===== src/rtl/bitchk_pkg.sv =====
package bitchk_pkg;

  typedef enum logic [2:0] {
    ST_IDLE,
    ST_ARM,
    ST_MEAS,
    ST_RECV,
    ST_SLEEP
  } chkState_t;

  // strobes from control to datapath
  typedef struct packed {
    logic clear;    // new check: zero timer and pass count
    logic restart;  // edge accepted: timer restarts at one
    logic count;    // timer runs
    logic passInc;  // one more interval passed
  } ctrlStrb_t;

  // status from datapath to control
  typedef struct packed {
    logic edgeSeen;
    logic tooShort;
    logic tooLong;
    logic lastPass;
    logic needZero;
  } dpStat_t;

endpackage


===== src/rtl/bitchk_datapath.sv =====
module bitchk_datapath
  import bitchk_pkg::*;
#(
  parameter int LIM_W         = 5,
  parameter int SEL_W         = 2,
  parameter int BIT_STEP      = 3,
  parameter int EDGES_PER_BIT = 2
) (
  input  logic             clk,
  input  logic             rstN,
  input  logic             dataIn,
  input  logic [LIM_W-1:0] limMin,
  input  logic [LIM_W-1:0] limMax,
  input  logic [SEL_W-1:0] bitSel,
  input  ctrlStrb_t        strb,
  output dpStat_t          stat,
  output logic             syncLevel
);

  localparam int CNT_W    = LIM_W + 1;
  localparam int MAX_NEED = ((1 << SEL_W) - 1) * BIT_STEP * EDGES_PER_BIT;
  localparam int PASS_W   = $clog2(MAX_NEED + 1);
  localparam logic [CNT_W-1:0] CNT_MAX = '1;

  logic syncA, syncB, syncC;
  logic edgeDet;
  logic [CNT_W-1:0]  intervalCnt;
  logic [PASS_W-1:0] passCnt;
  logic [PASS_W-1:0] passNext;
  logic [PASS_W-1:0] needCnt;

  // two-flop synchronizer plus one stage for edge detection
  always_ff @(posedge clk or negedge rstN) begin
    if (!rstN) begin
      syncA <= 1'b0;
      syncB <= 1'b0;
      syncC <= 1'b0;
    end else begin
      syncA <= dataIn;
      syncB <= syncA;
      syncC <= syncB;
    end
  end

  assign edgeDet   = syncB ^ syncC;
  assign syncLevel = syncB;

  // interval timer, saturating
  always_ff @(posedge clk or negedge rstN) begin
    if (!rstN) begin
      intervalCnt <= '0;
    end else if (strb.clear) begin
      intervalCnt <= '0;
    end else if (strb.restart) begin
      intervalCnt <= CNT_W'(1);
    end else if (strb.count && intervalCnt != CNT_MAX) begin
      intervalCnt <= intervalCnt + CNT_W'(1);
    end
  end

  // passed-interval counter
  assign passNext = passCnt + PASS_W'(1);

  always_ff @(posedge clk or negedge rstN) begin
    if (!rstN) begin
      passCnt <= '0;
    end else if (strb.clear) begin
      passCnt <= '0;
    end else if (strb.passInc) begin
      passCnt <= passNext;
    end
  end

  assign needCnt = PASS_W'(bitSel) * PASS_W'(BIT_STEP * EDGES_PER_BIT);

  always_comb begin
    stat.edgeSeen = edgeDet;
    stat.tooShort = edgeDet && (intervalCnt < CNT_W'(limMin));
    stat.tooLong  = intervalCnt >= CNT_W'(limMax);
    stat.lastPass = passNext == needCnt;
    stat.needZero = needCnt == '0;
  end


  cnt_saturate_chk: assert property (@(posedge clk) disable iff (!rstN)
    (intervalCnt == CNT_MAX && !strb.clear && !strb.restart) |=> intervalCnt == CNT_MAX);


  cnt_restart_chk: assert property (@(posedge clk) disable iff (!rstN)
    (strb.restart && !strb.clear) |=> intervalCnt == CNT_W'(1));

endmodule


===== src/rtl/bitchk_control.sv =====
module bitchk_control
  import bitchk_pkg::*;
(
  input  logic      clk,
  input  logic      rstN,
  input  logic      startPulse,
  input  dpStat_t   stat,
  output ctrlStrb_t strb,
  output logic      rxGrant,
  output logic      sleepAbort
);

  chkState_t st, stNext;

  always_comb begin
    strb   = '0;
    stNext = st;
    if (startPulse) begin
      strb.clear = 1'b1;
      stNext     = stat.needZero ? ST_RECV : ST_ARM;
    end else begin
      case (st)
        ST_ARM: begin
          if (stat.edgeSeen) begin
            strb.restart = 1'b1;
            stNext       = ST_MEAS;
          end
        end
        ST_MEAS: begin
          strb.count = 1'b1;
          if (stat.tooShort || stat.tooLong) begin
            stNext = ST_SLEEP;
          end else if (stat.edgeSeen) begin
            strb.restart = 1'b1;
            strb.passInc = 1'b1;
            if (stat.lastPass) stNext = ST_RECV;
          end
        end
        default: ;
      endcase
    end
  end

  always_ff @(posedge clk or negedge rstN) begin
    if (!rstN) st <= ST_IDLE;
    else       st <= stNext;
  end

  assign rxGrant    = st == ST_RECV;
  assign sleepAbort = st == ST_SLEEP;


  verdict_excl_chk: assert property (@(posedge clk) disable iff (!rstN)
    !(rxGrant && sleepAbort));


  sleep_hold_chk: assert property (@(posedge clk) disable iff (!rstN)
    (sleepAbort && !startPulse) |=> sleepAbort);


  grant_hold_chk: assert property (@(posedge clk) disable iff (!rstN)
    (rxGrant && !startPulse) |=> rxGrant);


  start_rearm_chk: assert property (@(posedge clk) disable iff (!rstN)
    (startPulse && !stat.needZero) |=> (!rxGrant && !sleepAbort));


  abort_cause_chk: assert property (@(posedge clk) disable iff (!rstN)
    $rose(sleepAbort) |-> $past(stat.tooShort || stat.tooLong));


  grant_cause_chk: assert property (@(posedge clk) disable iff (!rstN)
    $rose(rxGrant) |-> ($past(startPulse && stat.needZero) || $past(stat.edgeSeen && stat.lastPass)));

endmodule


===== src/rtl/edgeWindowCheck.sv =====
module edgeWindowCheck
  import bitchk_pkg::*;
#(
  parameter int LIM_W         = 5,
  parameter int SEL_W         = 2,
  parameter int BIT_STEP      = 3,
  parameter int EDGES_PER_BIT = 2
) (
  input  logic             clk,
  input  logic             rstN,
  input  logic             dataIn,
  input  logic             startPulse,
  input  logic [LIM_W-1:0] limMin,
  input  logic [LIM_W-1:0] limMax,
  input  logic [SEL_W-1:0] bitSel,
  output logic             rxGrant,
  output logic             sleepAbort,
  output logic             dataOut
);

  ctrlStrb_t strb;
  dpStat_t   stat;
  logic      syncLevel;

  bitchk_datapath #(
    .LIM_W(LIM_W), .SEL_W(SEL_W), .BIT_STEP(BIT_STEP), .EDGES_PER_BIT(EDGES_PER_BIT)
  ) uDp (
    .clk(clk), .rstN(rstN), .dataIn(dataIn), .limMin(limMin), .limMax(limMax),
    .bitSel(bitSel), .strb(strb), .stat(stat), .syncLevel(syncLevel)
  );

  bitchk_control uCtl (
    .clk(clk), .rstN(rstN), .startPulse(startPulse), .stat(stat), .strb(strb),
    .rxGrant(rxGrant), .sleepAbort(sleepAbort)
  );

  assign dataOut = rxGrant & syncLevel;

endmodule


===== config.mk =====
export PLATFORM = sky130hd
export DESIGN_NAME = edgeWindowCheck
export DESIGN_NICKNAME = d
export VERILOG_FILES = /design/src/rtl/bitchk_pkg.sv /design/src/rtl/bitchk_datapath.sv /design/src/rtl/bitchk_control.sv /design/src/rtl/edgeWindowCheck.sv
export SDC_FILE = /design/constraint.sdc
export NUM_CORES = 1
export LEC_CHECK = 0
export ABC_AREA = 1
export BUFFER_PORTS_ARGS = -buffer_cell sky130_fd_sc_hd__buf_2
export CORE_AREA = 2 2 60 62
export DETAILED_ROUTE_END_ITERATION = 10
export DIE_AREA = 0 0 62 64
export PLACE_DENSITY_LB_ADDON = 0.3
export REMOVE_ABC_BUFFERS = 1
export SLEW_MARGIN = 20
export SYNTH_ARGS = -nofsm -noshare
export SYNTH_HDL_FRONTEND = slang
export SYNTH_SLANG_ARGS = --single-unit

===== constraint.sdc =====
create_clock -name clk -period 2.8 [get_ports clk]
set_input_delay 0.56 -clock clk [delete_from_list [all_inputs] [get_ports clk]]
set_output_delay 0.56 -clock clk [all_outputs]
set_load 0.01 [all_outputs]

==> flow_summary.toml, run 1 <==
[yosys]
yosys-top-cells-count = "nand2_1 (58), inv_1 (34), nor2_1 (20)"
yosys_warnings = 0
synthTopCellsByArea = "dfrtp_1 (32%), nand2_1 (17%), ha_1 (13%)"
synth_enable_flop_cells = 0
ys_seq_elements = 17
synth_area_leader_cell = "dfrtp_1"
synthFlopType = "dfrtp_1"
yosys.cell_types.count = 20
ys_seq_area_frac = 0.323
syn_avg_cell_area_um2 = 6.79
async_flop_share = 1.00
synth_area_um2 = 1320
synth_top_cell_area_share = 0.323
yosysMostFrequentCell = "nand2_1"
syn_inst = 194

[final_layout]
areaGrowthSynthToFinish_pct = 12.4
n_antenna_cell = 0
layout-drive-gt1-share = 0.144
n_fill_cell = 349
final_net_count = 246
final_util = 0.451

[clocking]
hold_buffers = 0
tritoncts = "done"
cts_resized = 0
clkTransAtPathRegs_ps = 100
clock_sinks = 17
cts_made_buffers = 3
clk_latency_ps = 280
clock_path_buffers = 2
htree_num_levels = 1
postCtsSetupRepairBufs = 0
cts-root-buf = "clkbuf_4"

[timing]
hold_viol_final = 0
tightest_slew_ps = 407
finalClockSkew_ps = 3.11
setup_viol_count_final = 0
finalCritPeriodShare = 0.637
final.setup.tns_ps = 0
period_needed_ps = 1780
rsz0062_at_grt = "false"
worst_slew_margin_rel = 0.728
fmaxAchievable_ghz = 0.560
drv_slew = 0

[grt]
grt_max_degree = 18
antenna_found_initial = 0
grt_usage = 0.150
grt_pass1_vias = 1196
grt_pass1_wl_um = 4660
overflow = 0

[place]
place_hpwl_um = 2040
place_congestion = 0.755
io_buffers = 18

[drt]
first_pass_iters = 4
viasPerCell = 4.67
wirelength_um = 2450
drc = 0
drt-initial-drc-count = 46
wl_per_cell_um = 9.39
vias = 1218
ant_nets = 0

[floorplanning]
dieArea_um2 = 3970
die_h_um = 64
rows = 21
core_um2 = 3280
die_w_um = 62
start_util = 0.401
ios = 19

[status]
status = "completed"

[worst_setup_path]
crit_path_start_kind = "flip-flop"
arrival_ps = 1960
end_kind = "flip-flop"
path_class = "reg -> reg"
critPathRequiredTime_ps = 2970
ff2ff_path_depth = 12
cp_max_fo = 5

[power_and_ir_drop]
ir_worst_vdd_v = 0.000187
p_int_uw = 440
p_leak_uw = 0.000853
power_frac_clock = 0.172
comb_power_share = 0.401
p_seq_frac = 0.427
power_uw = 744
power_density_nw_per_um2 = 502
p_switching_uw = 304
switching_share = 0.409

[run]
maxCapViolations = 0

[worst_hold_path]
hp-class = "in -> async"
==> layout by cell type (no fill, tap or decap) <==
master and instances:
a21oi_1 2, a21oi_2 1, a22oi_1 1, and2_1 1, buf_2 18, clkbuf_4 3, clkinv_2 1, dfrtp_1 17
ha_1 14, inv_1 34, inv_2 1, nand2_1 58, nand2_2 3, nand3_1 18, nand3_2 2, nand4_1 9
nor2_1 20, nor3_1 2, nor4_1 1, o21ai_0 6, o21ai_1 1, or2_2 2
==> worst max-delay path: stages (launching register included) <==
cell     delay (ps)
dfrtp_1         410
inv_1           100
ha_1            270
inv_1            50
nand2_1          40
nand2_1          50
nand2_1          60
a21oi_2         190
nand3_2         100
nand2_1          90
o21ai_1         140
nand2_1          90
o21ai_0          80
==> cell families after synthesis <==
group,Yosys count,share of synthesized area
simple gates,116,0.389
buf+inv,36,0.108
flops,17,0.323
fa+ha+maj,14,0.133
compound gates,11,0.0465
==> layer usage <==
| layer | GRT usage | share of wire | wire [um] |
|---|---|---|---|
| met5 | 0 | 0 | 0 |
| met3 | 0.0182 | 0.027 | 67 |
| met2 | 0.267 | 0.47 | 1160 |
| met1 | 0.187 | 0.49 | 1210 |
| met4 | 0.0346 | 0.0086 | 21 |
==> sequential cells by signal, indices dropped and copies added (netlist names) <==
signal and cells:
uDp.intervalCnt 6, uDp.syncA 1, uDp.syncC 1, uDp.passCnt 5
uCtl.st 3, uDp.syncLevel 1
==> power by group through the flow <==
stage          Clock, uW  Combinational, uW  Sequential, uW
2_1_floorplan          0                225             313
3_3_place_gp           0                296             323
3_5_place_dp           0                300             323
4_1_cts              134                301             319
5_1_grt              146                364             325
6_report             128                298             318
==> final timing paths <==
path | from | end | slack, ps
max | uDp.intervalCnt[0]$_DFFE_PN0P_ | uDp.passCnt[1]$_DFFE_PN0P_ | 1020
max in group asynchronous | rstN | uDp.passCnt[0]$_DFFE_PN0P_ | 2360
max reg2reg | uDp.intervalCnt[0]$_DFFE_PN0P_ | uDp.passCnt[1]$_DFFE_PN0P_ | 1020
min in group clk | uDp.syncA$_DFF_PN0_ | uDp.syncLevel$_DFF_PN0_ | 360
min | rstN | uDp.intervalCnt[5]$_DFFE_PN0P_ | 170
min reg2reg | uDp.syncA$_DFF_PN0_ | uDp.syncLevel$_DFF_PN0_ | 360
==> per-stage QoR <==
stage / std cells / hold WS (ps) / worst slack (ps) / cell area [um^2]
floorplan: 193 / 264 / 1060 / 1310
global placement: 257 / 333 / 828 / 1450
detailed placement: 257 / 336 / 810 / 1450
CTS: 261 / 180 / 995 / 1480
global route: 261 / 189 / 753 / 1480
finish: 261 / 173 / 1020 / 1480
==> layout make-up <==
| type | instances | area (um^2) | area share |
|---|---|---|---|
| Sequential cell | 17 | 425 | 0.287 |
| Clock inverter | 1 | 5.00 | 0.00338 |
| Clock buffer | 3 | 22.5 | 0.0152 |
| Tap cell | 46 | 57.6 | 0.0389 |
| Multi-Input combinational cell | 141 | 749 | 0.506 |
| Inverter | 35 | 131 | 0.0887 |
| Timing Repair Buffer | 18 | 90.1 | 0.0608 |
No activity file was read; power rests on OpenSTA's default activity.
==> run 2, diff against run 1 <==
--- a/config.mk
+++ b/config.mk
@@ -5,11 +5,11 @@
 export SDC_FILE = /design/constraint.sdc
 export NUM_CORES = 1
 export LEC_CHECK = 0
-export ABC_AREA = 1
+export ABC_AREA = 0
 export BUFFER_PORTS_ARGS = -buffer_cell sky130_fd_sc_hd__buf_2
-export CORE_AREA = 2 2 60 62
+export CORE_AREA = 2 2 61 63
 export DETAILED_ROUTE_END_ITERATION = 10
-export DIE_AREA = 0 0 62 64
+export DIE_AREA = 0 0 63 65
 export PLACE_DENSITY_LB_ADDON = 0.3
 export REMOVE_ABC_BUFFERS = 1
 export SLEW_MARGIN = 20
==> constraint.sdc (replaced) <==
create_clock -name clk -period 1.4 [get_ports clk]
set_input_delay 0.28 -clock clk [delete_from_list [all_inputs] [get_ports clk]]
set_output_delay 0.28 -clock clk [all_outputs]
set_load 0.01 [all_outputs]
==> flow_summary.toml, run 2 <==
[yosys]
async_flop_share = 1.00
synth_enable_flop_cells = 0
ys_seq_area_frac = 0.307
yosys.cell_types.count = 54
synth_area_um2 = 1390
synthFlopType = "dfrtp_1"
yosys-top-cells-count = "dfrtp_1 (17), ha_1 (14), inv_1 (12)"
yosys_warnings = 0
yosysMostFrequentCell = "dfrtp_1"
synth_top_cell_area_share = 0.307
synthTopCellsByArea = "dfrtp_1 (31%), ha_1 (13%), xnor2_1 (4.4%)"
syn_inst = 142
ys_seq_elements = 17
synth_area_leader_cell = "dfrtp_1"
syn_avg_cell_area_um2 = 9.76

[power_and_ir_drop]
p_int_uw = 1010
p_leak_uw = 0.000938
power_frac_clock = 0.185
p_switching_uw = 488
p_seq_frac = 0.362
ir_worst_vdd_v = 0.000269
power_uw = 1500
comb_power_share = 0.453
switching_share = 0.326
power_density_nw_per_um2 = 742

[place]
place_congestion = 0.844
placedInstanceArea_um2 = 1750
place_hpwl_um = 2500
io_buffers = 18
dp_cells = 235
pre_cts_ws_ps = -780

[status]
status = "complete, but fails checks"
violations = "setup timing"

[floorplanning]
die_w_um = 63
ios = 19
rows = 22
core_um2 = 3500
die_h_um = 65
dieArea_um2 = 4100
start_util = 0.397

[run]
maxCapViolations = 0

[grt]
grt_usage = 0.173
grt_pass1_wl_um = 5550
antenna_found_initial = 0
grt_pass1_vias = 1318
grt_max_degree = 19
overflow = 0

[drt]
ant_nets = 0
wl_per_cell_um = 13.5
drt-initial-drc-count = 35
viasPerCell = 5.01
wirelength_um = 3330
vias = 1232
first_pass_iters = 4
drc = 0

[clocking]
clkTransAtPathRegs_ps = 110
cts_made_buffers = 3
htree_num_levels = 1
clk_latency_ps = 300
clock_sinks = 17
clock_path_buffers = 2
tritoncts = "done"
cts-root-buf = "clkbuf_4"

[worst_setup_path]
timing.rr.start = "uDp.intervalCnt[0]$_DFFE_PN0P_"
worstReg2RegEnd = "uDp.passCnt[0]$_DFFE_PN0P_"
end_kind = "flip-flop"
critPathRequiredTime_ps = 1630
path_class = "reg -> reg"
ff2ff_path_depth = 8
cp_max_fo = 3
arrival_ps = 2300
rrSetupSlack_ps = -670
crit_path_start_kind = "flip-flop"

[final_layout]
multi_input_area_um2 = 1030
seqCellArea_um2 = 425
n_fill_cell = 324
regMostFlops = "uDp.intervalCnt"
layout_common_cells = "buf_4 (30), dfrtp_1 (17), buf_2 (16), ha_1 (12), inv_1 (11)"
largest_reg_flops = 6
final_net_count = 229
final_util = 0.577
fin_cells = 246
mostFrequentLayoutCell = "buf_4"
top_regs = "uDp.intervalCnt (6), uDp.passCnt (5), uCtl.st (3)"
layout-drive-gt1-share = 0.510
areaGrowthSynthToFinish_pct = 45.6
n_antenna_cell = 0
final_cell_area_um2 = 2020

[worst_hold_path]
holdPathEnd = "uDp.syncA$_DFF_PN0_"
hold-path-cell-count = 1
hold_start = "dataIn"
hp-class = "in -> reg"

[timing]
timing.final.ws_setup_ps = -668
hold_viol_final = 0
worst_slew_margin_rel = 0.726
tightest_slew_ps = 411
finalClockSkew_ps = 4.45
drv_slew = 0
finalCritPeriodShare = 1.48
period_needed_ps = 2070
setup_viol_count_final = 17
fmaxAchievable_ghz = 0.484
rsz0062_at_grt = "true"
-- run 2: cell count changes after synthesis, sizes merged, moves of 6 or more --
cell   change
xnor2      +7
xor2       +6
nand3     -19
nand2     -58
nor2      -10
inv       -23
-- run 2: worst max path at each step --
stage / start / endpoint / slack [ps]
6_report: uDp.intervalCnt[0]$_DFFE_PN0P_ / uDp.passCnt[0]$_DFFE_PN0P_ / -670
5_1_grt: uDp.intervalCnt[0]$_DFFE_PN0P_ / uDp.passCnt[0]$_DFFE_PN0P_ / -750
4_1_cts: uDp.intervalCnt[0]$_DFFE_PN0P_ / uDp.passCnt[0]$_DFFE_PN0P_ / -660
3_5_place_dp: limMax[0] / uDp.intervalCnt[0]$_DFFE_PN0P_ / -780
3_3_place_gp: limMax[0] / uDp.intervalCnt[0]$_DFFE_PN0P_ / -760
2_1_floorplan: uDp.intervalCnt[0]$_DFFE_PN0P_ / uDp.intervalCnt[0]$_DFFE_PN0P_ / -760
-- run 2: layout make-up --
type,count,share of cell area
clock buffer,3,0.0112
clock inverter,1,0.00248
inverter,12,0.0223
multi-input combinational,108,0.511
sequential,17,0.211
tap,48,0.0298
timing repair buffer,57,0.212
-- run 2: cell families (layout without fill, tap and decap cells) --
group,Yosys count,in the layout,share of synthesized area
multiplexers,5,5,0.0388
buffers and inverters,17,73,0.0551
flip-flops,17,17,0.307
AND/OR/NAND/NOR,52,52,0.236
XOR/XNOR,13,13,0.0821
AO/OA/AOI/OAI,24,24,0.155
adder cells (fa/ha/maj),14,14,0.126
-- run 2: power groups by stage --
| stage | Sequential (uW) | Combinational (uW) | Clock [uW] |
|---|---|---|---|
| 6_report | 542 | 679 | 277 |
| 2_1_floorplan | 560 | 292 | 0 |
| 4_1_cts | 540 | 634 | 286 |
| 3_5_place_dp | 546 | 516 | 0 |
| 3_3_place_gp | 546 | 508 | 0 |
| 5_1_grt | 546 | 738 | 311 |
-- run 2: layer usage --
metal	track usage	vias to the layer above	share of wire
met4	0.0583	0	0.012
met3	0.0208	5	0.014
met1	0.178	598	0.43
li1	-	617	-
met2	0.354	12	0.55
met5	0	-	0
-- run 2: worst max-delay path: stages, from the launching register on --
cell and delay [ps]:
dfrtp_1 400, inv_2 80, ha_4 190, nand2b_4 140, a2111oi_4 380, buf_4 190
o21ai_4 80, or4_4 430, a21oi_2 130
-- run 2: timing repair --
action,CTS,global route
resized for setup,32,8
hold endpoints to repair,17,0
endpoints found under the setup margin,17,17
setup buffers,4,2
hold buffers,1,0
pin swaps,16,10
-- run 2: metrics by stage --
step	TNS [ps]	hold slack [ps]
3_3_place_gp	-8670	227
5_1_grt	-9960	55.8
2_1_floorplan	-7780	-15.6
4_1_cts	-8030	71.3
6_report	-8620	76.4
3_5_place_dp	-9100	238
